## config.mk

```make
export PLATFORM = sky130hd
export DESIGN_NAME = vram_interleaver
export DESIGN_NICKNAME = d
export VERILOG_FILES = /design/src/rtl/vilv_pkg.sv /design/src/rtl/vilv_req_stage.sv /design/src/rtl/vilv_addr_map.sv /design/src/rtl/vilv_lane_steer.sv /design/src/rtl/vram_interleaver.sv
export SDC_FILE = /design/constraint.sdc
export NUM_CORES = 1
export LEC_CHECK = 0
export CAP_MARGIN = 40
export CELL_PAD_IN_SITES_DETAIL_PLACEMENT = 1
export CELL_PAD_IN_SITES_GLOBAL_PLACEMENT = 2
export CORE_MARGIN = 2
export CORE_UTILIZATION = 34
export CTS_CLUSTER_DIAMETER = 80
export DETAILED_ROUTE_END_ITERATION = 6
export DONT_BUFFER_PORTS = 1
export PLACE_DENSITY_LB_ADDON = 0.2
export SLEW_MARGIN = 20
export SYNTH_ARGS = -nofsm -noshare
export SYNTH_HDL_FRONTEND = slang
export SYNTH_SLANG_ARGS = --single-unit
```

## constraint.sdc

```tcl
create_clock -name clk -period 1.5 [get_ports clk]
set_input_delay 0.225 -clock clk [delete_from_list [all_inputs] [get_ports clk]]
set_output_delay 0.225 -clock clk [all_outputs]
set_load 0.05 [all_outputs]
```

## src/rtl/vilv_pkg.sv

```systemverilog
package vilv_pkg;

  // Access class formed from {wide mode, write}; bit 0 is the write flag.
  typedef enum logic [1:0] {
    ACC_LIN_RD  = 2'd0,
    ACC_LIN_WR  = 2'd1,
    ACC_WIDE_RD = 2'd2,
    ACC_WIDE_WR = 2'd3
  } acc_kind_t;

  function automatic acc_kind_t classify(input logic wide, input logic we);
    return acc_kind_t'({wide, we});
  endfunction

  function automatic logic is_write(input acc_kind_t k);
    return (k == ACC_LIN_WR) || (k == ACC_WIDE_WR);
  endfunction

  function automatic logic is_wide(input acc_kind_t k);
    return (k == ACC_WIDE_RD) || (k == ACC_WIDE_WR);
  endfunction

endpackage

```

## src/rtl/vilv_req_stage.sv

```systemverilog
module vilv_req_stage
  import vilv_pkg::*;
#(
  parameter int ADDR_W = 17,
  parameter int DW     = 8
) (
  input  logic              clk,
  input  logic              rst_n,
  input  logic              mode_wide,
  input  logic              req_valid,
  input  logic              req_we,
  input  logic [ADDR_W-1:0] req_addr,
  input  logic [DW-1:0]     req_wdata,
  output logic              busy,
  output logic              accept,
  output acc_kind_t         kind_q,
  output logic [ADDR_W-1:0] addr_q,
  output logic [DW-1:0]     wdata_q
);

  // Accept only outside the address phase; the mode is captured here.
  assign accept = req_valid && !busy;

  always_ff @(posedge clk) begin
    if (!rst_n) begin
      busy    <= 1'b0;
      kind_q  <= ACC_LIN_RD;
      addr_q  <= '0;
      wdata_q <= '0;
    end else begin
      busy <= accept;
      if (accept) begin
        kind_q  <= classify(mode_wide, req_we);
        addr_q  <= req_addr;
        wdata_q <= req_wdata;
      end
    end
  end

  // The address phase lasts exactly one cycle.
  assert_single_phase_R8: assert property (@(posedge clk) disable iff (!rst_n)
    busy |=> !busy);

  // Latched request fields do not move while the phase closes (mode change ignored).
  assert_latched_hold_R7: assert property (@(posedge clk) disable iff (!rst_n)
    busy |=> ($stable(kind_q) && $stable(addr_q) && $stable(wdata_q)));

endmodule

```

## src/rtl/vilv_addr_map.sv

```systemverilog
module vilv_addr_map
  import vilv_pkg::*;
#(
  parameter int ADDR_W = 17,
  parameter int NBANK  = 2
) (
  input  logic                               clk,
  input  logic                               rst_n,
  input  logic                               busy,
  input  acc_kind_t                          kind,
  input  logic [ADDR_W-1:0]                  addr,
  output logic [NBANK-1:0]                   bank_en,
  output logic [NBANK-1:0][ADDR_W-2:0]       bank_addr,
  output logic                               pair
);

  localparam int BANK_AW = ADDR_W - 1;

  // Offset within a bank under the stacked mapping.
  function automatic logic [BANK_AW-1:0] stacked_offset(input logic [ADDR_W-1:0] a);
    return a[BANK_AW-1:0];
  endfunction

  // Offset within a bank under the even/odd mapping.
  function automatic logic [BANK_AW-1:0] woven_offset(input logic [ADDR_W-1:0] a);
    return a[ADDR_W-1:1];
  endfunction

  // Bank that a single-byte access lands in.
  function automatic logic target_bank(input acc_kind_t k, input logic [ADDR_W-1:0] a);
    return is_wide(k) ? a[0] : a[ADDR_W-1];
  endfunction

  logic             tgt;
  logic [BANK_AW-1:0] offs;

  assign tgt  = target_bank(kind, addr);
  assign offs = is_wide(kind) ? woven_offset(addr) : stacked_offset(addr);
  assign pair = busy && (kind == ACC_WIDE_RD);

  for (genvar g = 0; g < NBANK; g++) begin : g_bank
    assign bank_en[g]   = busy && ((kind == ACC_WIDE_RD) || (tgt == g[0]));
    assign bank_addr[g] = offs;
  end

  // A paired fetch drives both banks with one shared offset.
  assert_pair_both_R2: assert property (@(posedge clk) disable iff (!rst_n)
    pair |-> (bank_en == 2'b11) && (bank_addr[0] == bank_addr[1]));

  // Single-byte accesses touch exactly one bank.
  assert_single_onehot_R5: assert property (@(posedge clk) disable iff (!rst_n)
    (busy && !pair) |-> ($countones(bank_en) == 1));

  // Nothing is enabled outside the address phase.
  assert_idle_quiet_R10: assert property (@(posedge clk) disable iff (!rst_n)
    !busy |-> (bank_en == '0) && !pair);

endmodule

```

## src/rtl/vilv_lane_steer.sv

```systemverilog
module vilv_lane_steer
  import vilv_pkg::*;
#(
  parameter int DW = 8
) (
  input  logic            clk,
  input  logic            rst_n,
  input  logic            busy,
  input  acc_kind_t       kind,
  input  logic            sel_hi,
  input  logic [DW-1:0]   rdata0,
  input  logic [DW-1:0]   rdata1,
  output logic            rd_valid,
  output logic [2*DW-1:0] rd_data
);

  // Even byte on the low lane, odd byte on the high lane.
  function automatic logic [2*DW-1:0] steer(input acc_kind_t k, input logic hi,
                                            input logic [DW-1:0] b0,
                                            input logic [DW-1:0] b1);
    if (k == ACC_WIDE_RD) return {b1, b0};
    return {{DW{1'b0}}, (hi ? b1 : b0)};
  endfunction

  logic capture;
  assign capture = busy && !is_write(kind);

  always_ff @(posedge clk) begin
    if (!rst_n) begin
      rd_valid <= 1'b0;
      rd_data  <= '0;
    end else begin
      rd_valid <= capture;
      if (capture) rd_data <= steer(kind, sel_hi, rdata0, rdata1);
    end
  end

  // Read data arrives only right after a read address phase.
  assert_rd_follows_R6: assert property (@(posedge clk) disable iff (!rst_n)
    rd_valid |-> $past(busy) && !$past(is_write(kind)));

  // Single-byte reads leave the high lane clear.
  assert_linear_hi_zero_R4: assert property (@(posedge clk) disable iff (!rst_n)
    (rd_valid && ($past(kind) != ACC_WIDE_RD)) |-> (rd_data[2*DW-1:DW] == '0));

endmodule

```

## src/rtl/vram_interleaver.sv

```systemverilog
module vram_interleaver
  import vilv_pkg::*;
#(
  parameter int ADDR_W = 17,
  parameter int DW     = 8
) (
  input  logic              clk,
  input  logic              rst_n,
  input  logic              mode_wide,
  input  logic              req_valid,
  input  logic              req_we,
  input  logic [ADDR_W-1:0] req_addr,
  input  logic [DW-1:0]     req_wdata,
  output logic              req_ready,
  output logic [1:0]        bank_en,
  output logic              bank_we,
  output logic [ADDR_W-2:0] bank0_addr,
  output logic [ADDR_W-2:0] bank1_addr,
  output logic [DW-1:0]     bank_wdata,
  output logic              pair_fetch,
  input  logic [DW-1:0]     bank0_rdata,
  input  logic [DW-1:0]     bank1_rdata,
  output logic              rd_valid,
  output logic [2*DW-1:0]   rd_data
);

  localparam int BANK_AW = ADDR_W - 1;

  // Named internal events for the assertions.
  logic                     busy;
  logic                     accept;
  acc_kind_t                kind_q;
  logic [ADDR_W-1:0]        addr_q;
  logic [DW-1:0]            wdata_q;
  logic [1:0][BANK_AW-1:0]  bank_addr;

  vilv_req_stage #(.ADDR_W(ADDR_W), .DW(DW)) u_req (
    .clk       (clk),
    .rst_n     (rst_n),
    .mode_wide (mode_wide),
    .req_valid (req_valid),
    .req_we    (req_we),
    .req_addr  (req_addr),
    .req_wdata (req_wdata),
    .busy      (busy),
    .accept    (accept),
    .kind_q    (kind_q),
    .addr_q    (addr_q),
    .wdata_q   (wdata_q)
  );

  vilv_addr_map #(.ADDR_W(ADDR_W), .NBANK(2)) u_map (
    .clk       (clk),
    .rst_n     (rst_n),
    .busy      (busy),
    .kind      (kind_q),
    .addr      (addr_q),
    .bank_en   (bank_en),
    .bank_addr (bank_addr),
    .pair      (pair_fetch)
  );

  vilv_lane_steer #(.DW(DW)) u_steer (
    .clk      (clk),
    .rst_n    (rst_n),
    .busy     (busy),
    .kind     (kind_q),
    .sel_hi   (addr_q[ADDR_W-1]),
    .rdata0   (bank0_rdata),
    .rdata1   (bank1_rdata),
    .rd_valid (rd_valid),
    .rd_data  (rd_data)
  );

  assign req_ready  = !busy;
  assign bank_we    = busy && is_write(kind_q);
  assign bank_wdata = wdata_q;
  assign bank0_addr = bank_addr[0];
  assign bank1_addr = bank_addr[1];

  // An accepted request shows bank activity in the very next cycle.
  assert_accept_to_phase_R6: assert property (@(posedge clk) disable iff (!rst_n)
    accept |=> (bank_en != 2'b00));

  // Writes never request a pair.
  assert_write_no_pair_R5: assert property (@(posedge clk) disable iff (!rst_n)
    bank_we |-> !pair_fetch);

  // Not ready while a request owns the banks.
  assert_ready_blocked_R8: assert property (@(posedge clk) disable iff (!rst_n)
    (bank_en != 2'b00) |-> !req_ready);

endmodule

```

==> qor.yml <==
outcome:
  run_status: "finished, violations left"
  failed_checks: "negative setup slack"
floorplanning:
  die_h_um: 82.58
  dieArea_mm2: 0.006819
  pin_count: 108
  num_rows: 28
  start_util: 0.3525
  die_w_um: 82.58
  fp.coreArea_mm2: 0.005956
sta:
  period_needed_ps: 1583
  setup_tns_ps: -2077
  fmax_mhz: 631.6
  finalSetupViolations: 35
  slew_headroom: 0.6309
  final_max_slew_viol_count: 0
  tightest_slew_ps: 553.0
  setup_slack_ps: -83.26
  post-route-period-util: 1.056
  rsz0062_at_grt: "true"
  finalClockSkew_ps: 3.289
  hold_viol_final: 0
logic_synthesis:
  synth_seq_cells: 45
  synth.distinct_cells: 21
  synthFlopType: "dfxtp_1"
  synth_top_area_frac: 0.4291
  synth_enable_flop_cells: 0
  ys_seq_area_frac: 0.4291
  synthTopCellsByArea: "dfxtp_1 (43%), nand2_1 (11%), mux2_2 (8.0%)"
  syn-cell-area_mm2: 0.002100
  synth_cells: 240
  synth_top_cell_by_area: "dfxtp_1"
  synth.top_cells.by_count: "nand2_1 (64), dfxtp_1 (45), a21boi_1 (21), buf_4 (21), mux2_2 (15)"
  synth_nets: 286
  async_flop_share: 0
  yosys.cell_count.top_type: "nand2_1"
  synth_area_per_cell_um2: 8.748
  yosysWarnings: 0
layout:
  n_antenna_cell: 0
  final_core_util: 0.4763
  layout-drive-gt1-share: 0.3137
  fill_cells: 659
  nNetsFinal: 300
  area_growth_pct: 35.10
  fin_cells: 330
pwr:
  net-switching-power_uw: 998.7
  swShare: 0.3223
  intPower_mw: 2.100
  seqPwrFrac: 0.439
  p_leak_nw: 1.140
  power.share.clock: 0.311
  finalPower_mw: 3.098
  p_comb_frac: 0.250
  powerDensity_mw_per_mm2: 1092
  peakVddDrop_uv: 409.0
route:
  drtPass1Iterations: 4
  routed_wl_um: 5724
  ant_nets: 0
  first_iter_violations: 45
  via_per_inst: 5.009
  wl_per_cell_um: 17.35
  route.detailed.drc: 0
  vias: 1653
global_route:
  overflow: 0
  antenna_found_initial: 0
  grt_usage: 0.1671
  grt_use_met2: 0.2823
  grt_max_degree: 46
  first_global_vias: 1714
  grt_pass1_wl_um: 8569
  use_met3: 0.04674
  busiest_layer: "met2"
  grtUsageMet1: 0.2029
setup_path:
  required_ps: 1270
  regToRegStartpoint: "u_req.busy"
  critPathLaunchType: "register"
  endpoint_kind: "output pin"
  crit_type: "register to output pin"
  path_max_fanout: 5
  crit_start: "u_req.kind_q[1]"
  worst_ep_arrival_time_ps: 1360
cts:
  cts_htree_levels: 2
  cts_tree: "yes"
  cts_root_buf: "clkbuf_8"
  numCtsBuffers: 5
  hold_buffers: 0
  clk_pin_slew_worst_paths_ps: 90
  clock_latency_ps: 290
  cts_num_sinks: 45
  clock_path_buffers: 2
min_path:
  hp-start: "req_we"
  hp-class: "primary input to register"
place:
  hpwl_um: 3848
  io_buffers: 0
  gp_congestion: 0.6901
  placed_cells: 318
  pre_cts_ws_ps: 31.81
run:
  max_cap_viol_count: 0
stage by stage:
step           hold slack [ps]  cell area, um2
3_3_place_gp             351.5            2530
4_1_cts                  37.99            2751
2_1_floorplan            359.8            2116
3_5_place_dp             357.1            2530
6_report                 51.14            2836
5_1_grt                  42.69            2836
timing repair:
action	CTS	global route
gates resized for setup	17	15
cloned	1	1
pin swaps	1	2
setup endpoints to repair	36	34
buffers inserted	2	0
cell type report:
| cell class | count | area, um2 | share of cell area |
|---|---|---|---|
| clock inverter | 2 | 37.54 | 0.01323 |
| timing repair buffer | 41 | 615.6 | 0.2170 |
| sequential | 45 | 905.9 | 0.3194 |
| clock buffer | 6 | 82.58 | 0.02911 |
| multi-input combinational | 159 | 1094 | 0.3855 |
| tap | 75 | 93.84 | 0.03308 |
| inverter | 2 | 7.507 | 0.002647 |
cell families (layout without fill, tap and decap cells):
group,count (synthesis),after routing,share of synthesized area
buffers and inverters,36,51,0.1097
and+or+nand+nor,81,81,0.1651
muxes,23,23,0.1186
AOI/OAI and AO/OA,55,55,0.1776
DFF,45,45,0.4291
state kept, by name, indices dropped and copies added (netlist names):
| name | cells |
|---|---|
| u_req.addr_q | 17 |
| u_req.busy | 1 |
| u_req.kind_q | 2 |
| u_req.wdata_q | 8 |
| u_steer.rd_data | 16 |
| u_steer.rd_valid | 1 |
worst max-delay path, stage by stage, from the launching register on:
cell and delay [ps]:
dfxtp_4 410, clkbuf_16 160, mux2_4 320, buf_12 170
layout by cell type (no fill, tap or decap), types with 2 or more instances in the layout:
cell	count
mux2_4	15
nand2_1	63
clkbuf_8	6
a21boi_1	21
buf_12	21
a21boi_2	2
a21oi_1	8
buf_4	17
a31oi_4	2
and2_1	2
nand3_2	2
inv_1	2
nand3_1	6
o21ai_0	7
dfxtp_1	43
nand2b_1	2
mux2i_1	8
a21boi_0	12
path summary, 6_finish.rpt:
kind	cells after the start	end	slack (ps)
worst max-delay path	3	bank1_addr[12]	-80
worst min-delay path	2	u_req.kind_q[0]	50
worst max register to register	4	u_req.kind_q[1]	210
worst min register to register	2	u_steer.rd_data[13]	470
per-layer routing:
metal | vias to the layer above | wire length, um
li1 | 805 | -
met1 | 777 | 2496
met2 | 62 | 2769
met3 | 9 | 370
met4 | 0 | 87
met5 | - | 0
power by group through the flow:
stage / sequential (mW) / combinational (mW) / clock (mW)
global route: 1.37 / 0.821 / 1.05
floorplan: 1.42 / 0.494 / 0
finish: 1.36 / 0.776 / 0.964
CTS: 1.36 / 0.755 / 1.00
global placement: 1.38 / 0.707 / 0
detailed placement: 1.38 / 0.723 / 0
Note: power is estimated with default switching activity, not from simulation.
